$ cat config.mk
export PLATFORM = sky130hd
export DESIGN_NAME = duty_queue_pwm
export DESIGN_NICKNAME = d
export VERILOG_FILES = /design/src/rtl/duty_queue_pwm_pkg.sv /design/src/rtl/duty_queue_pwm_fifo.sv /design/src/rtl/duty_queue_pwm_regs.sv /design/src/rtl/duty_queue_pwm_core.sv /design/src/rtl/duty_queue_pwm.sv
export SDC_FILE = /design/constraint.sdc
export NUM_CORES = 1
export LEC_CHECK = 0
export BUFFER_PORTS_ARGS = -buffer_cell sky130_fd_sc_hd__buf_2
export CORE_UTILIZATION = 46
export CTS_CLUSTER_DIAMETER = 80
export DETAILED_ROUTE_END_ITERATION = 16
export MAX_ROUTING_LAYER = met4
export PLACE_DENSITY = 0.66
export SLEW_MARGIN = 10
export SYNTH_ARGS = -nofsm -noshare
export SYNTH_HDL_FRONTEND = slang
export SYNTH_SLANG_ARGS = --single-unit
export TNS_END_PERCENT = 100
$ cat constraint.sdc
create_clock -name clk -period 7 [get_ports clk]
set_clock_uncertainty 0.1 [all_clocks]
set_input_delay 0.35 -clock clk [delete_from_list [all_inputs] [get_ports clk]]
set_output_delay 0.35 -clock clk [all_outputs]
set_load 0.01 [all_outputs]
$ cat src/rtl/duty_queue_pwm_pkg.sv
package duty_queue_pwm_pkg;
  localparam int ADDR_W = 3;
  localparam logic [ADDR_W-1:0] A_CTRL   = 3'd0;
  localparam logic [ADDR_W-1:0] A_SAMPLE = 3'd1;
  localparam logic [ADDR_W-1:0] A_PERIOD = 3'd2;
  localparam logic [ADDR_W-1:0] A_COUNT  = 3'd3;
  localparam logic [ADDR_W-1:0] A_STATUS = 3'd4;
  // control fields
  localparam int C_EN   = 0;
  localparam int C_STOP = 1;
  localparam int C_WM   = 4;
  localparam int WM_W   = 2;
  // status fields
  localparam int S_OVF  = 0;
  localparam int S_ROOM = 1;
  localparam int S_OCC  = 8;
endpackage

$ cat src/rtl/duty_queue_pwm_fifo.sv
module duty_queue_pwm_fifo #(
  parameter int DW    = 16,
  parameter int DEPTH = 4,
  localparam int PW   = (DEPTH > 1) ? $clog2(DEPTH) : 1,
  localparam int OCW  = $clog2(DEPTH + 1)
) (
  input  logic           clk,
  input  logic           rst,
  input  logic           flush,
  input  logic           push_req,
  input  logic [DW-1:0]  push_data,
  input  logic           pop,
  output logic [DW-1:0]  head_data,
  output logic           head_valid,
  output logic [OCW-1:0] occ,
  output logic           drop
);
  logic [DW-1:0] mem [DEPTH];
  logic [PW-1:0] wptr, rptr;
  logic          accept;

  function automatic logic [PW-1:0] step(input logic [PW-1:0] p);
    return (p == PW'(DEPTH - 1)) ? '0 : p + 1'b1;
  endfunction

  always_comb begin
    accept = push_req && ((occ != OCW'(DEPTH)) || pop);
    drop   = push_req && !accept;
  end

  always_ff @(posedge clk) begin
    if (accept) mem[wptr] <= push_data;
  end

  always_ff @(posedge clk) begin
    if (rst || flush) begin
      wptr <= '0;
      rptr <= '0;
      occ  <= '0;
    end else begin
      if (accept) wptr <= step(wptr);
      if (pop)    rptr <= step(rptr);
      occ <= occ + OCW'(accept) - OCW'(pop);
    end
  end

  assign head_data  = mem[rptr];
  assign head_valid = (occ != '0);
endmodule

$ cat src/rtl/duty_queue_pwm_regs.sv
module duty_queue_pwm_regs
  import duty_queue_pwm_pkg::*;
#(
  parameter int RW  = 32,
  parameter int CW  = 16,
  parameter int OCW = 3
) (
  input  logic              clk,
  input  logic              rst,
  input  logic [ADDR_W-1:0] addr,
  input  logic              wr,
  input  logic [RW-1:0]     wdata,
  input  logic              drop,
  input  logic [CW-1:0]     cnt,
  input  logic [CW-1:0]     act,
  input  logic [OCW-1:0]    occ,
  output logic              en,
  output logic [CW-1:0]     period,
  output logic              push_req,
  output logic [RW-1:0]     rdata
);
  logic            stop_en;
  logic [WM_W-1:0] wm;
  logic            ovf;
  logic            room;
  logic [RW-1:0]   rd_mux;

  always_comb begin
    push_req = wr && (addr == A_SAMPLE) && en;
    room     = (RW'(occ) <= RW'(wm));
    rd_mux   = '0;
    case (addr)
      A_CTRL: begin
        rd_mux[C_EN]            = en;
        rd_mux[C_STOP]          = stop_en;
        rd_mux[C_WM +: WM_W]    = wm;
      end
      A_SAMPLE: rd_mux[CW-1:0]  = act;
      A_PERIOD: rd_mux[CW-1:0]  = period;
      A_COUNT:  rd_mux[CW-1:0]  = cnt;
      A_STATUS: begin
        rd_mux[S_OVF]           = ovf;
        rd_mux[S_ROOM]          = room;
        rd_mux[S_OCC +: OCW]    = occ;
      end
      default:  rd_mux          = '0;
    endcase
  end

  always_ff @(posedge clk) begin
    if (rst) begin
      en      <= 1'b0;
      stop_en <= 1'b0;
      wm      <= '0;
      period  <= '0;
      ovf     <= 1'b0;
      rdata   <= '0;
    end else begin
      if (wr && addr == A_CTRL) begin
        en      <= wdata[C_EN];
        stop_en <= wdata[C_STOP];
        wm      <= wdata[C_WM +: WM_W];
      end
      if (wr && addr == A_PERIOD) period <= wdata[CW-1:0];
      if (drop) ovf <= 1'b1;
      else if (wr && addr == A_STATUS && wdata[S_OVF]) ovf <= 1'b0;
      rdata <= rd_mux;
    end
  end
endmodule

$ cat src/rtl/duty_queue_pwm_core.sv
module duty_queue_pwm_core #(
  parameter int CW = 16
) (
  input  logic          clk,
  input  logic          rst,
  input  logic          en,
  input  logic [CW-1:0] period,
  input  logic [CW-1:0] head_data,
  input  logic          head_valid,
  output logic          pop,
  output logic [CW-1:0] cnt,
  output logic [CW-1:0] act,
  output logic          pwm_out
);
  logic wrap;

  always_comb begin
    wrap = (cnt >= period);
    pop  = en && wrap && head_valid;
  end

  always_ff @(posedge clk) begin
    if (rst) begin
      cnt     <= '0;
      act     <= '0;
      pwm_out <= 1'b0;
    end else if (!en) begin
      cnt     <= '0;
      pwm_out <= 1'b0;
    end else begin
      pwm_out <= (cnt < act);
      if (wrap) begin
        cnt <= '0;
        if (head_valid) act <= head_data;
      end else begin
        cnt <= cnt + 1'b1;
      end
    end
  end
endmodule

$ cat src/rtl/duty_queue_pwm.sv
module duty_queue_pwm
  import duty_queue_pwm_pkg::*;
#(
  parameter int RW    = 32,
  parameter int CW    = 16,
  parameter int DEPTH = 4,
  localparam int OCW  = $clog2(DEPTH + 1)
) (
  input  logic          clk,
  input  logic          rst,
  input  logic [2:0]    reg_addr,
  input  logic          reg_wr,
  input  logic [31:0]   reg_wdata,
  output logic [31:0]   reg_rdata,
  output logic          pwm_out
);
  logic           en;
  logic [CW-1:0]  period, cnt, act, head_data;
  logic           head_valid, pop, push_req, drop;
  logic [OCW-1:0] occ;
  logic [RW-1:0]  rdata_w;

  duty_queue_pwm_regs #(.RW(RW), .CW(CW), .OCW(OCW)) u_regs (
    .clk(clk), .rst(rst), .addr(reg_addr), .wr(reg_wr), .wdata(RW'(reg_wdata)),
    .drop(drop), .cnt(cnt), .act(act), .occ(occ),
    .en(en), .period(period), .push_req(push_req), .rdata(rdata_w)
  );

  duty_queue_pwm_fifo #(.DW(CW), .DEPTH(DEPTH)) u_fifo (
    .clk(clk), .rst(rst), .flush(!en), .push_req(push_req),
    .push_data(reg_wdata[CW-1:0]), .pop(pop),
    .head_data(head_data), .head_valid(head_valid), .occ(occ), .drop(drop)
  );

  duty_queue_pwm_core #(.CW(CW)) u_core (
    .clk(clk), .rst(rst), .en(en), .period(period),
    .head_data(head_data), .head_valid(head_valid),
    .pop(pop), .cnt(cnt), .act(act), .pwm_out(pwm_out)
  );

  assign reg_rdata = 32'(rdata_w);
endmodule

==> flow_summary.html, run 1 <==
<table>
<tr><th>Metric</th><th>Value</th></tr>
<tr><th colspan="2">Place</th></tr>
<tr><td>Post-detailed-placement cell area</td><td>approximately 6800 um^2</td></tr>
<tr><td>Last weighted congestion value of the routability-driven placer</td><td>slightly above 0.9</td></tr>
<tr><td>Detailed placer's ending HPWL</td><td>about 9.4 mm</td></tr>
<tr><td>Worst slack, placed</td><td>between 3000 and 4000 ps</td></tr>
<tr><td>Number of I/O port buffers</td><td>38</td></tr>
<tr><th colspan="2">Cells and area</th></tr>
<tr><td>Count of inserted antenna diode cells</td><td>0</td></tr>
<tr><td>Fraction of final layout cells with drive strength greater than 1</td><td>0.158</td></tr>
<tr><td>Layout filler cell count</td><td>about 1,200</td></tr>
<tr><td>Highest-count cells in the layout ignoring fill and taps</td><td>dfxtp_1, nor2_1, edfxtp_1, nand2_1</td></tr>
<tr><td>Most frequent standard cell in the layout excluding fill and tap cells</td><td>dfxtp_1</td></tr>
<tr><td>Area growth from synthesis to layout</td><td>12.6%</td></tr>
<tr><td>Number of nets at the end of the flow</td><td>694</td></tr>
<tr><td>Post-Layout Inst Area</td><td>about 7400 um^2</td></tr>
<tr><th colspan="2">Worst setup path</th></tr>
<tr><td>Crit-path leading delay family</td><td>simple AND/OR/NAND/NOR gates</td></tr>
<tr><td>Category of the worst setup path capture point</td><td>flip-flop</td></tr>
<tr><td>Register-to-Register Setup Slack</td><td>roughly 3700 ps</td></tr>
<tr><td>Critical register-to-register path startpoint</td><td>u_core.cnt[0]</td></tr>
<tr><td>Req. time, crit path</td><td>between 6000 and 7000 ps</td></tr>
<tr><td>Crit path cell chain</td><td>inv_1, ha_1, nand2b_1, a31oi_1, o311a_1, o21ai_0, and3_1</td></tr>
<tr><td>Critical path class</td><td>reg -&gt; reg</td></tr>
<tr><td>FF-to-FF End</td><td>u_fifo.mem[3][3]</td></tr>
<tr><td>Arrival time at the worst endpoint</td><td>approximately 3200 ps</td></tr>
<tr><td>Crit path launch type</td><td>flip-flop</td></tr>
<tr><td>Combined buffer and inverter count along the critical path</td><td>1</td></tr>
<tr><td>Slowest cell on the critical path</td><td>and3_1</td></tr>
<tr><td>Largest stage delay on the critical path</td><td>930 ps</td></tr>
<tr><td>Reg2reg path depth</td><td>7</td></tr>
<tr><td>Highest fanout seen on the critical path</td><td>16</td></tr>
<tr><th colspan="2">Synthesis</th></tr>
<tr><td>EDFF count, synth</td><td>64</td></tr>
<tr><td>Yosys warning total</td><td>0</td></tr>
<tr><td>Synth Cell Area</td><td>roughly 6600 um^2</td></tr>
<tr><td>Part of the Yosys area used for sequential elements</td><td>0.529</td></tr>
<tr><td>Primary FF master, synth</td><td>dfxtp_1</td></tr>
<tr><td>Synth Register Bits</td><td>approximately 140</td></tr>
<tr><td>Fraction of registers with async set/reset</td><td>0</td></tr>
<tr><td>Portion of synthesized cell area occupied by the leading cell type</td><td>0.293</td></tr>
<tr><td>Post-synthesis cell type with the largest combined area</td><td>edfxtp_1</td></tr>
<tr><td>Cells after synthesis</td><td>around 580</td></tr>
<tr><td>Cell variety after synth</td><td>between 50 and 60</td></tr>
<tr><td>Synthesized area per cell</td><td>between 10 and 15 um^2</td></tr>
<tr><td>Top area cells in the synthesized netlist</td><td>edfxtp_1, dfxtp_1, ha_1</td></tr>
<tr><th colspan="2">Timing</th></tr>
<tr><td>Min Hold Slack</td><td>around 58 ps</td></tr>
<tr><td>Max-slew violation count</td><td>0</td></tr>
<tr><td>Final Hold Viols</td><td>0</td></tr>
<tr><td>Final setup violation count</td><td>0</td></tr>
<tr><td>Summed negative setup slack over all endpoints</td><td>0 ps</td></tr>
<tr><td>Transition time of the tightest slew-check pin</td><td>between 1000 and 1500 ps</td></tr>
<tr><td>Minimum setup slack in the final design</td><td>3720 ps</td></tr>
<tr><td>RSZ-0062 raised after global routing</td><td>false</td></tr>
<tr><td>Share of the clock period used by the worst path after layout</td><td>0.469</td></tr>
<tr><td>Final min period</td><td>approximately 3300 ps</td></tr>
<tr><td>Max Fclk</td><td>about 0.3 GHz</td></tr>
<tr><td>Max_slew headroom</td><td>0.306</td></tr>
<tr><th colspan="2">Floorplan</th></tr>
<tr><td>Placeable core area</td><td>~14,000 um^2</td></tr>
<tr><td># rows</td><td>43</td></tr>
<tr><td>Top-level port count</td><td>71</td></tr>
<tr><td>Die extent in y</td><td>roughly 120 um</td></tr>
<tr><td>Starting density of the core</td><td>0.472</td></tr>
<tr><td>Total die area</td><td>around 15,000 um^2</td></tr>
<tr><td>Overall die width</td><td>between 100 and 150 um</td></tr>
<tr><th colspan="2">Global routing</th></tr>
<tr><td>Global-route wire length before repair</td><td>around 23 mm</td></tr>
<tr><td>Total gr overflow</td><td>0</td></tr>
<tr><td>Antenna violations before repair</td><td>0</td></tr>
<tr><td>Largest net degree at the start of global routing</td><td>48</td></tr>
<tr><td>Total Routing Usage GR</td><td>0.216</td></tr>
<tr><td>Number of global-route vias before repair</td><td>between 4,000 and 5,000</td></tr>
<tr><th colspan="2">Detailed routing</th></tr>
<tr><td>Drt total wl</td><td>around 14 mm</td></tr>
<tr><td>Via/cell ratio</td><td>5.43</td></tr>
<tr><td>Post-DRT Antenna Nets</td><td>0</td></tr>
<tr><td>Drt initial violations</td><td>approximately 330</td></tr>
<tr><td>Routed vias</td><td>around 4,400</td></tr>
<tr><td>DRC violations left</td><td>0</td></tr>
<tr><td>Routed wire length per instance</td><td>around 17 um</td></tr>
<tr><td>First-pass DRT Iterations</td><td>5</td></tr>
<tr><th colspan="2">Clock tree</th></tr>
<tr><td>Resize count post-CTS</td><td>0</td></tr>
<tr><td>Clock-pin slew of the registers on the worst-case setup and hold paths</td><td>60 ps</td></tr>
<tr><td>CTS sink count</td><td>141</td></tr>
<tr><td>Number of setup buffers added after CTS</td><td>0</td></tr>
<tr><td>Clock insertion delay at the later pin of the skew report</td><td>between 400 and 500 ps</td></tr>
<tr><td>Count of hold buffers inserted by post-cts repair</td><td>0</td></tr>
<tr><td>Count of H-tree levels built during CTS</td><td>4</td></tr>
<tr><td>Clock tree from TritonCTS</td><td>yes</td></tr>
<tr><td>Num CTS Buffers</td><td>17</td></tr>
<tr><td>Cell chosen for the clock root</td><td>clkbuf_16</td></tr>
<tr><td>Maximum buffer depth of the clock tree</td><td>2</td></tr>
<tr><th colspan="2">Worst hold path</th></tr>
<tr><td>Worst min-delay path startpoint</td><td>reg_wdata[13]</td></tr>
<tr><td>Worst min-delay path class</td><td>in -&gt; reg</td></tr>
<tr><td>Number of cells on the worst hold path</td><td>1</td></tr>
<tr><td>Endpoint with the worst hold slack</td><td>u_fifo.mem[2][13]</td></tr>
<tr><th colspan="2">Job</th></tr>
<tr><td>Max-capacitance violation count</td><td>0</td></tr>
<tr><th colspan="2">Power</th></tr>
<tr><td>Pwr Density</td><td>~250 nW/um^2</td></tr>
<tr><td>Design Power</td><td>~1.8 mW</td></tr>
<tr><td>Leakage power figure</td><td>2.68 nW</td></tr>
<tr><td>Maximum ir drop on the vdd rail</td><td>~0.00016 V</td></tr>
<tr><th colspan="2">Outcome</th></tr>
<tr><td>Outcome</td><td>completed</td></tr>
</table>
## layout make-up
cell class              instances  area, um^2  area share
flip-flops and latches        141        3460       0.469
well taps                     180         225      0.0305
repair buffers                 41         213      0.0288
clock inverters                14         158      0.0214
inverters                      41         154      0.0209
clock buffers                  18         439      0.0595
multi-input cells             372        2730       0.370
## flip-flops by register name, indices dropped and copies added, names as in the netlist
signal,cells
u_core.pwm_out,1
u_regs.period,16
u_regs.stop_en,1
u_fifo.rptr,2
u_regs.en,1
u_core.cnt,16
u_regs.rdata,16
u_fifo.mem,64
u_fifo.occ,3
u_core.act,16
u_fifo.wptr,2
u_regs.ovf,1
u_regs.wm,2
## cells by family (layout without fill, tap and decap cells)
family / Yosys count / after routing / share of synthesized area
xor gates and xnor gates: 16 / 16 / 0.0214
buffers and inverters: 83 / 114 / 0.0636
and+or+nand+nor: 172 / 172 / 0.120
DFF: 141 / 141 / 0.529
other: 1 / 16 / 0.000572
muxes: 44 / 44 / 0.105
adders and majority gates: 42 / 42 / 0.0814
AOI/OAI and AO/OA: 82 / 82 / 0.0793
## through the flow
step	utilization	std cells
2_1_floorplan	-	596
3_3_place_gp	0.489	775
3_5_place_dp	0.489	775
4_1_cts	0.532	807
5_1_grt	0.532	807
6_report	0.532	807
## where the power goes
group	internal, mW	switching, mW	leakage [nW]
Combinational	0.0158	0.0385	1.19
Clock	0.540	0.359	0.290
Sequential	0.863	0.00189	1.20
## worst register-to-register path: cells and delay by family (launching register included)
| kind | cells | cell delay [ps] |
|---|---|---|
| AO/OA/AOI/OAI | 3 | 960 |
| adder cells (fa/ha/maj) | 1 | 270 |
| buffers and inverters | 1 | 80 |
| flip-flops | 1 | 450 |
| AND/OR/NAND/NOR | 2 | 1020 |
## synth_stat cells, types with 4 or more instances
library cell and count:
buf_2 5, and2_1 4, edfxtp_1 64, a22oi_1 11
inv_1 41, nand2_1 55, xnor2_1 7, clkbuf_1 17
a21o_1 6, nor2_1 65, buf_4 16, dfxtp_1 77
nand2b_1 6, nand3_1 13, nand4_1 5, o21ai_0 18
mux4_2 20, ha_1 41, mux2i_1 24, and3_1 8
a21oi_1 28, xor2_1 9
## layer usage
layer | vias up | part of all wire | track usage
met5 | - | 0 | -
met4 | 0 | 0.024 | 0.0895
met3 | 25 | 0.056 | 0.0555
met2 | 135 | 0.47 | 0.332
met1 | 2139 | 0.45 | 0.270
li1 | 2080 | - | -
## worst max path at each step
stage / from / endpoint / slack [ps] / cells past startpoint
CTS: u_core.cnt[0] / u_fifo.mem[3][1] / 3730 / 7
floorplan: u_regs.period[2] / u_fifo.occ[2] / 4100 / 14
global route: u_core.cnt[0] / u_fifo.mem[2][4] / 3520 / 7
detailed placement: u_core.cnt[0] / u_fifo.mem[3][1] / 3750 / 7
global placement: u_core.cnt[0] / u_fifo.mem[2][0] / 3860 / 7
finish: u_core.cnt[0] / u_fifo.mem[3][3] / 3720 / 7
(Power assumes the default switching activity.)
==> run 2: changes to the inputs <==
==> constraint.sdc (replaced) <==
create_clock -name clk -period 3.19 [get_ports clk]
set_clock_uncertainty 0.1 [all_clocks]
set_input_delay 0.1595 -clock clk [delete_from_list [all_inputs] [get_ports clk]]
set_output_delay 0.1595 -clock clk [all_outputs]
set_load 0.01 [all_outputs]
==> flow_summary.html, run 2 (same netlist as run 1, synthesis figures left out) <==
<table>
<tr><th>Metric</th><th>Value</th></tr>
<tr><th colspan="2">Outcome</th></tr>
<tr><td>Outcome</td><td>completed</td></tr>
<tr><th colspan="2">Floorplan</th></tr>
<tr><td>Overall die width</td><td>121 um (unchanged)</td></tr>
<tr><td>Die extent in y</td><td>121 um (unchanged)</td></tr>
<tr><td>Total die area</td><td>14,700 um^2 (unchanged)</td></tr>
<tr><td>Top-level port count</td><td>71 (unchanged)</td></tr>
<tr><td>Placeable core area</td><td>13,900 um^2 (unchanged)</td></tr>
<tr><td>Starting density of the core</td><td>0.472 (unchanged)</td></tr>
<tr><td># rows</td><td>43 (unchanged)</td></tr>
<tr><th colspan="2">Cells and area</th></tr>
<tr><td>Reg with most FFs</td><td>u_fifo.mem</td></tr>
<tr><td>Number of nets at the end of the flow</td><td>718 (+3.5%)</td></tr>
<tr><td>Highest-count cells in the layout ignoring fill and taps</td><td>dfxtp_1, nor2_1, edfxtp_1, nand2_1</td></tr>
<tr><td>Post-Layout Inst Area</td><td>7620 um^2 (+3.3%)</td></tr>
<tr><td>Final Non-Filler Cells</td><td>831 (+3.0%)</td></tr>
<tr><td>Area growth from synthesis to layout</td><td>16.4%</td></tr>
<tr><td>Fraction of final layout cells with drive strength greater than 1</td><td>0.160 (+0.00186)</td></tr>
<tr><td>Count of inserted antenna diode cells</td><td>0 (unchanged)</td></tr>
<tr><td>Flip-flop count of the largest register after layout</td><td>64 (unchanged)</td></tr>
<tr><td>Most frequent standard cell in the layout excluding fill and tap cells</td><td>dfxtp_1</td></tr>
<tr><th colspan="2">Clock tree</th></tr>
<tr><td>Maximum buffer depth of the clock tree</td><td>2 (unchanged)</td></tr>
<tr><td>Clock insertion delay at the later pin of the skew report</td><td>430 ps (about the same)</td></tr>
<tr><td>Num CTS Buffers</td><td>17 (unchanged)</td></tr>
<tr><td>CTS sink count</td><td>141 (unchanged)</td></tr>
<tr><td>Clock tree from TritonCTS</td><td>yes</td></tr>
<tr><td>Clock-pin slew of the registers on the worst-case setup and hold paths</td><td>60 ps (about the same)</td></tr>
<tr><td>Number of setup buffers added after CTS</td><td>0 (unchanged)</td></tr>
<tr><td>Cell chosen for the clock root</td><td>clkbuf_16</td></tr>
<tr><td>Count of H-tree levels built during CTS</td><td>4 (unchanged)</td></tr>
<tr><th colspan="2">Worst setup path</th></tr>
<tr><td>Reg2reg path depth</td><td>12 (+5)</td></tr>
<tr><td>Category of the worst setup path capture point</td><td>flip-flop</td></tr>
<tr><td>Critical register-to-register path startpoint</td><td>u_regs.period[2]</td></tr>
<tr><td>FF-to-FF End</td><td>u_fifo.occ[2]</td></tr>
<tr><td>Register-to-Register Setup Slack</td><td>330 ps (-3390 ps)</td></tr>
<tr><td>Combined buffer and inverter count along the critical path</td><td>2 (+1)</td></tr>
<tr><td>Arrival time at the worst endpoint</td><td>3070 ps (-160 ps)</td></tr>
<tr><td>Crit-path leading delay family</td><td>adder cells</td></tr>
<tr><td>Req. time, crit path</td><td>3400 ps (-3550 ps)</td></tr>
<tr><td>Largest stage delay on the critical path</td><td>380 ps (-550 ps)</td></tr>
<tr><td>Crit path cell chain</td><td>inv_1, ha_1, a211o_1, a31oi_1, o311a_1, o21ai_2, ha_1, inv_1, ha_1, fa_1, xnor2_1, nor2_1</td></tr>
<tr><td>Highest fanout seen on the critical path</td><td>2 (-14)</td></tr>
<tr><td>Critical path class</td><td>reg -&gt; reg</td></tr>
<tr><td>Crit path launch type</td><td>flip-flop</td></tr>
<tr><td>Most numerous cell on the critical path</td><td>ha_1</td></tr>
<tr><td>Slowest cell on the critical path</td><td>fa_1</td></tr>
<tr><th colspan="2">Timing</th></tr>
<tr><td>Minimum setup slack in the final design</td><td>328 ps (-3390 ps)</td></tr>
<tr><td>Final setup violation count</td><td>0 (unchanged)</td></tr>
<tr><td>Summed negative setup slack over all endpoints</td><td>0 ps (unchanged)</td></tr>
<tr><td>Min Hold Slack</td><td>45.0 ps (-13.3 ps)</td></tr>
<tr><td>Final min period</td><td>2860 ps (-421 ps)</td></tr>
<tr><td>Final Hold Viols</td><td>0 (unchanged)</td></tr>
<tr><td>Transition time of the tightest slew-check pin</td><td>939 ps (-101 ps)</td></tr>
<tr><td>Max Fclk</td><td>0.349 GHz (+15%)</td></tr>
<tr><td>RSZ-0062 raised after global routing</td><td>false</td></tr>
<tr><td>Max_slew headroom</td><td>0.373 (+0.0666)</td></tr>
<tr><td>Max-slew violation count</td><td>0 (unchanged)</td></tr>
<tr><td>Share of the clock period used by the worst path after layout</td><td>0.897 (+0.428)</td></tr>
<tr><th colspan="2">Detailed routing</th></tr>
<tr><td>Post-DRT Antenna Nets</td><td>0 (unchanged)</td></tr>
<tr><td>Routed wire length per instance</td><td>16.6 um (-3.7%)</td></tr>
<tr><td>DRC violations left</td><td>0 (unchanged)</td></tr>
<tr><td>Drt total wl</td><td>13.8 mm (-0.84%)</td></tr>
<tr><td>Drt initial violations</td><td>372 (+12%)</td></tr>
<tr><td>First-pass DRT Iterations</td><td>4 (-1)</td></tr>
<tr><td>Via/cell ratio</td><td>5.45 (+0.44%)</td></tr>
<tr><td>Routed vias</td><td>4,529 (+3.4%)</td></tr>
<tr><th colspan="2">Job</th></tr>
<tr><td>Max-capacitance violation count</td><td>0 (unchanged)</td></tr>
<tr><th colspan="2">Place</th></tr>
<tr><td>Worst slack, placed</td><td>312 ps (-3440 ps)</td></tr>
<tr><td>Detailed placer's ending HPWL</td><td>9.59 mm (+1.8%)</td></tr>
<tr><td>Placed Cells incl. Taps</td><td>782 (+0.90%)</td></tr>
<tr><td>Number of I/O port buffers</td><td>38 (unchanged)</td></tr>
<tr><td>Last weighted congestion value of the routability-driven placer</td><td>0.869 (-4.3%)</td></tr>
<tr><td>Post-detailed-placement cell area</td><td>6840 um^2 (+0.77%)</td></tr>
<tr><th colspan="2">Power</th></tr>
<tr><td>Maximum ir drop on the vdd rail</td><td>0.000339 V (+120%)</td></tr>
<tr><td>Pwr Density</td><td>537 nW/um^2 (+120%)</td></tr>
<tr><td>Leakage power figure</td><td>2.79 nW (+4.1%)</td></tr>
<tr><th colspan="2">Worst hold path</th></tr>
<tr><td>Number of cells on the worst hold path</td><td>2 (+1)</td></tr>
<tr><td>Endpoint with the worst hold slack</td><td>u_regs.rdata[4]</td></tr>
<tr><td>Worst min-delay path startpoint</td><td>reg_addr[2]</td></tr>
<tr><td>Worst min-delay path class</td><td>in -&gt; reg</td></tr>
<tr><th colspan="2">Global routing</th></tr>
<tr><td>Largest net degree at the start of global routing</td><td>48 (unchanged)</td></tr>
<tr><td>Global-route wire length before repair</td><td>22.6 mm (-0.24%)</td></tr>
<tr><td>Antenna violations before repair</td><td>0 (unchanged)</td></tr>
<tr><td>Total gr overflow</td><td>0 (unchanged)</td></tr>
<tr><td>Total Routing Usage GR</td><td>0.213 (-0.00302)</td></tr>
<tr><td>Number of global-route vias before repair</td><td>4,474 (+0.72%)</td></tr>
</table>
==> run 2: changes by cell type in the layout (fill, tap and decap cells not counted), moves of 2 or more <==
cell / before / now
bufinv_16: 2 / 4
dlygate4sd3_1: 0 / 17
clkinvlp_4: 2 / 4
buf_4: 3 / 10
clkinv_1: 0 / 2
clkinv_4: 3 / 0
==> run 2: final cells by class <==
cell class	count	area, um^2
multi-input combinational	372	2730
tap	180	225
clock buffer	17	425
clock inverter	15	194
sequential	141	3460
timing repair buffer	65	435
fill	1187	6260
inverter	41	154
==> run 2: worst reg2reg max path, delay by kind of cell (launching register included) <==
kind,cells,cell delay [ps]
adders and majority gates,4,1150
AOI/OAI and AO/OA,4,830
DFF,1,340
xor gates and xnor gates,1,160
buffers and inverters,2,120
and+or+nand+nor,1,50
==> run 2: where the power goes <==
group / switching (mW) / internal (mW)
clock: 0.760 / 1.30
sequential: 0.00426 / 1.89
combinational: 0.0863 / 0.0491
==> run 2: metrics by stage <==
stage | utilization | total power, mW
5_1_grt | 0.549 | 4.22
3_3_place_gp | 0.492 | 2.05
3_5_place_dp | 0.492 | 2.05
4_1_cts | 0.549 | 4.13
2_1_floorplan | - | 2.02
6_report | 0.549 | 4.10
==> run 2: timing repair <==
action / in CTS / in global routing
gates resized for setup: 0 / 1
endpoints found under the hold margin: 84 / 0
hold buffers: 17 / 0
setup endpoints to repair: 0 / 1
==> run 2: routing by layer <==
metal | share of wire | vias up | wire length [um] | global-route usage
met3 | 0.058 | 28 | 800 | 0.0489
met4 | 0.030 | 0 | 409 | 0.101
met5 | 0 | - | 0 | -
met1 | 0.44 | 2235 | 6020 | 0.267
met2 | 0.48 | 127 | 6550 | 0.326
li1 | - | 2139 | - | -
==> run 2: worst max-delay path by stage <==
| stage | slack [ps] | end | from | cells past startpoint |
|---|---|---|---|---|
| 6_report | 330 | u_fifo.occ[2] | u_regs.period[2] | 12 |
| 5_1_grt | 70 | u_fifo.occ[2] | u_core.cnt[11] | 10 |
| 2_1_floorplan | 290 | u_fifo.occ[2] | u_regs.period[2] | 14 |
| 3_3_place_gp | 410 | u_fifo.occ[2] | u_core.cnt[11] | 10 |
| 3_5_place_dp | 310 | u_fifo.occ[2] | u_core.cnt[11] | 10 |
| 4_1_cts | 300 | u_fifo.occ[2] | u_core.cnt[11] | 10 |
==> run 3: changes to the inputs <==
--- a/config.mk
+++ b/config.mk
@@ -10,8 +10,7 @@
 export CTS_CLUSTER_DIAMETER = 80
 export DETAILED_ROUTE_END_ITERATION = 16
 export MAX_ROUTING_LAYER = met4
-export PLACE_DENSITY = 0.66
-export SLEW_MARGIN = 10
+export RECOVER_POWER = 25
 export SYNTH_ARGS = -nofsm -noshare
 export SYNTH_HDL_FRONTEND = slang
 export SYNTH_SLANG_ARGS = --single-unit
==> flow_summary.html, run 3 (same netlist as run 1, synthesis figures left out) <==
<table>
<tr><th>Metric</th><th>Value</th></tr>
<tr><th colspan="2">Outcome</th></tr>
<tr><td>Outcome</td><td>completed</td></tr>
<tr><th colspan="2">Timing</th></tr>
<tr><td>Max Fclk</td><td>0.352 GHz (+0.74%)</td></tr>
<tr><td>Final min period</td><td>2840 ps (-21.2 ps)</td></tr>
<tr><td>RSZ-0062 raised after global routing</td><td>false</td></tr>
<tr><td>Max_slew headroom</td><td>0.428 (+0.0549)</td></tr>
<tr><td>Max-slew violation count</td><td>0 (unchanged)</td></tr>
<tr><td>Share of the clock period used by the worst path after layout</td><td>0.891 (-0.00663)</td></tr>
<tr><td>Final Hold Viols</td><td>0 (unchanged)</td></tr>
<tr><td>Summed negative setup slack over all endpoints</td><td>0 ps (unchanged)</td></tr>
<tr><td>Final setup violation count</td><td>0 (unchanged)</td></tr>
<tr><td>Transition time of the tightest slew-check pin</td><td>857 ps (-82.2 ps)</td></tr>
<tr><td>Minimum setup slack in the final design</td><td>349 ps (+21.2 ps)</td></tr>
<tr><th colspan="2">Clock tree</th></tr>
<tr><td>CTS sink count</td><td>141 (unchanged)</td></tr>
<tr><td>Clock insertion delay at the later pin of the skew report</td><td>420 ps (about the same)</td></tr>
<tr><td>Count of H-tree levels built during CTS</td><td>4 (unchanged)</td></tr>
<tr><td>Num CTS Buffers</td><td>17 (unchanged)</td></tr>
<tr><td>Clock-pin slew of the registers on the worst-case setup and hold paths</td><td>60 ps (about the same)</td></tr>
<tr><td>Cell chosen for the clock root</td><td>clkbuf_16</td></tr>
<tr><td>Number of setup buffers added after CTS</td><td>0 (unchanged)</td></tr>
<tr><td>Clock tree from TritonCTS</td><td>yes</td></tr>
<tr><td>Maximum buffer depth of the clock tree</td><td>2 (unchanged)</td></tr>
<tr><th colspan="2">Worst setup path</th></tr>
<tr><td>Category of the worst setup path capture point</td><td>flip-flop</td></tr>
<tr><td>Arrival time at the worst endpoint</td><td>2840 ps (-230 ps)</td></tr>
<tr><td>Crit path cell chain</td><td>inv_1, ha_1, nand2b_1, a31oi_1, o311a_1, o21ai_0, and3_1, buf_4</td></tr>
<tr><td>Highest fanout seen on the critical path</td><td>16 (+14)</td></tr>
<tr><td>Req. time, crit path</td><td>3190 ps (-210 ps)</td></tr>
<tr><td>Slowest cell on the critical path</td><td>o21ai_0</td></tr>
<tr><td>Critical path class</td><td>reg -&gt; reg</td></tr>
<tr><td>Largest stage delay on the critical path</td><td>550 ps (+170 ps)</td></tr>
<tr><td>Register-to-Register Setup Slack</td><td>350 ps (+20 ps)</td></tr>
<tr><td>Crit path launch type</td><td>flip-flop</td></tr>
<tr><th colspan="2">Floorplan</th></tr>
<tr><td># rows</td><td>43 (unchanged)</td></tr>
<tr><td>Top-level port count</td><td>71 (unchanged)</td></tr>
<tr><td>Die extent in y</td><td>121 um (unchanged)</td></tr>
<tr><td>Starting density of the core</td><td>0.472 (unchanged)</td></tr>
<tr><td>Overall die width</td><td>121 um (unchanged)</td></tr>
<tr><td>Total die area</td><td>14,700 um^2 (unchanged)</td></tr>
<tr><td>Placeable core area</td><td>13,900 um^2 (unchanged)</td></tr>
<tr><th colspan="2">Cells and area</th></tr>
<tr><td>Fraction of final layout cells with drive strength greater than 1</td><td>0.144 (-0.0160)</td></tr>
<tr><td>Final Non-Filler Cells</td><td>834 (+0.36%)</td></tr>
<tr><td>Count of inserted antenna diode cells</td><td>0 (unchanged)</td></tr>
<tr><td>Most frequent standard cell in the layout excluding fill and tap cells</td><td>dfxtp_1</td></tr>
<tr><td>Number of nets at the end of the flow</td><td>721 (+0.42%)</td></tr>
<tr><td>Area growth from synthesis to layout</td><td>15.9%</td></tr>
<tr><td>Highest-count cells in the layout ignoring fill and taps</td><td>dfxtp_1, nor2_1, edfxtp_1, nand2_1</td></tr>
<tr><td>Reg with most FFs</td><td>u_fifo.mem</td></tr>
<tr><td>Flip-flop count of the largest register after layout</td><td>64 (unchanged)</td></tr>
<tr><td>Post-Layout Inst Area</td><td>7590 um^2 (-0.43%)</td></tr>
<tr><th colspan="2">Global routing</th></tr>
<tr><td>Global-route wire length before repair</td><td>22.4 mm (-0.76%)</td></tr>
<tr><td>Number of global-route vias before repair</td><td>4,280 (-4.3%)</td></tr>
<tr><td>Total gr overflow</td><td>0 (unchanged)</td></tr>
<tr><td>Largest net degree at the start of global routing</td><td>48 (unchanged)</td></tr>
<tr><td>Total Routing Usage GR</td><td>0.213 (about the same)</td></tr>
<tr><td>Antenna violations before repair</td><td>0 (unchanged)</td></tr>
<tr><th colspan="2">Place</th></tr>
<tr><td>Post-detailed-placement cell area</td><td>6860 um^2 (+0.33%)</td></tr>
<tr><td>Worst slack, placed</td><td>354 ps (+41.6 ps)</td></tr>
<tr><td>Placed Cells incl. Taps</td><td>785 (+0.38%)</td></tr>
<tr><td>Detailed placer's ending HPWL</td><td>9.74 mm (+1.5%)</td></tr>
<tr><td>Number of I/O port buffers</td><td>38 (unchanged)</td></tr>
<tr><td>Last weighted congestion value of the routability-driven placer</td><td>0.827 (-4.9%)</td></tr>
<tr><th colspan="2">Power</th></tr>
<tr><td>Maximum ir drop on the vdd rail</td><td>0.000391 V (+15%)</td></tr>
<tr><td>Leakage power figure</td><td>2.76 nW (-1.1%)</td></tr>
<tr><td>Design Power</td><td>3.97 mW (-3.0%)</td></tr>
<tr><td>Pwr Density</td><td>523 nW/um^2 (-2.6%)</td></tr>
<tr><th colspan="2">Job</th></tr>
<tr><td>Max-capacitance violation count</td><td>0 (unchanged)</td></tr>
<tr><th colspan="2">Detailed routing</th></tr>
<tr><td>Drt total wl</td><td>13.9 mm (+0.63%)</td></tr>
<tr><td>DRC violations left</td><td>0 (unchanged)</td></tr>
<tr><td>Routed wire length per instance</td><td>16.6 um (+0.27%)</td></tr>
<tr><td>First-pass DRT Iterations</td><td>7 (+3)</td></tr>
<tr><td>Routed vias</td><td>4,379 (-3.3%)</td></tr>
<tr><td>Drt initial violations</td><td>293 (-21%)</td></tr>
<tr><td>Via/cell ratio</td><td>5.25 (-3.7%)</td></tr>
<tr><td>Post-DRT Antenna Nets</td><td>0 (unchanged)</td></tr>
<tr><th colspan="2">Worst hold path</th></tr>
<tr><td>Worst min-delay path class</td><td>in -&gt; reg</td></tr>
</table>
## run 3: cell types whose count changed in the layout (fill, tap and decap cells not counted)
cell | previous run | this run
clkinv_1 | 2 | 0
clkinv_4 | 0 | 2
buf_2 | 38 | 24
clkbuf_1 | 0 | 15
clkinv_2 | 2 | 4
buf_4 | 10 | 13
clkbuf_8 | 0 | 1
clkinvlp_4 | 4 | 2
bufinv_16 | 4 | 2
## run 3: per-stage QoR
stage / hold WS (ps) / util
2_1_floorplan: 158 / -
3_3_place_gp: 294 / 0.494
3_5_place_dp: 303 / 0.494
4_1_cts: 58.4 / 0.548
5_1_grt: 92.3 / 0.547
6_report: 86.4 / 0.547
## run 3: layer usage
metal  routed length, um  vias to the layer above  global-route usage
li1                    -                     2140                   -
met1                6520                     2120               0.279
met2                6530                      103               0.326
met3                 626                       16              0.0442
met4                 187                        0              0.0748
met5                   0                        -                   -
## run 3: path summary, 6_finish.rpt
kind | start | endpoint | cells past startpoint
hold / removal | reg_addr[2] | u_regs.rdata[4] | 2
setup / recovery | u_core.cnt[0] | u_fifo.mem[3][5] | 8
setup reg to reg | u_core.cnt[0] | u_fifo.mem[3][5] | 8
hold reg to reg | u_regs.period[13] | u_regs.period[13] | 2
## run 3: worst max-delay path: cells and delay by family (launching register included)
family,cells,cell delay (ps)
AOI/OAI and AO/OA,3,990
adders and majority gates,1,280
buffers and inverters,2,350
DFF,1,430
and+or+nand+nor,2,360
## run 3: repair_timing
| action | 4_1_cts | 5_1_grt |
|---|---|---|
| hold endpoints to repair | 84 | 0 |
| endpoints found under the setup margin | 0 | 1 |
| hold buffers | 17 | 0 |
| resized for setup | 0 | 1 |
## run 3: layout make-up
cell class | instances | area (um^2)
fillers | 1240 | 6290
clock buffers | 19 | 443
repair buffers | 68 | 440
inverters | 41 | 154
multi-input cells | 372 | 2730
clock inverters | 13 | 139
well taps | 180 | 225
flip-flops and latches | 141 | 3460
## run 3: power breakdown
group	total (mW)	internal [mW]	switching [mW]	leakage, nW
sequential	1.90	1.89	0.00396	1.20
combinational	0.133	0.0465	0.0864	1.28
clock	1.94	1.17	0.769	0.284
total	3.97	3.11	0.859	2.76
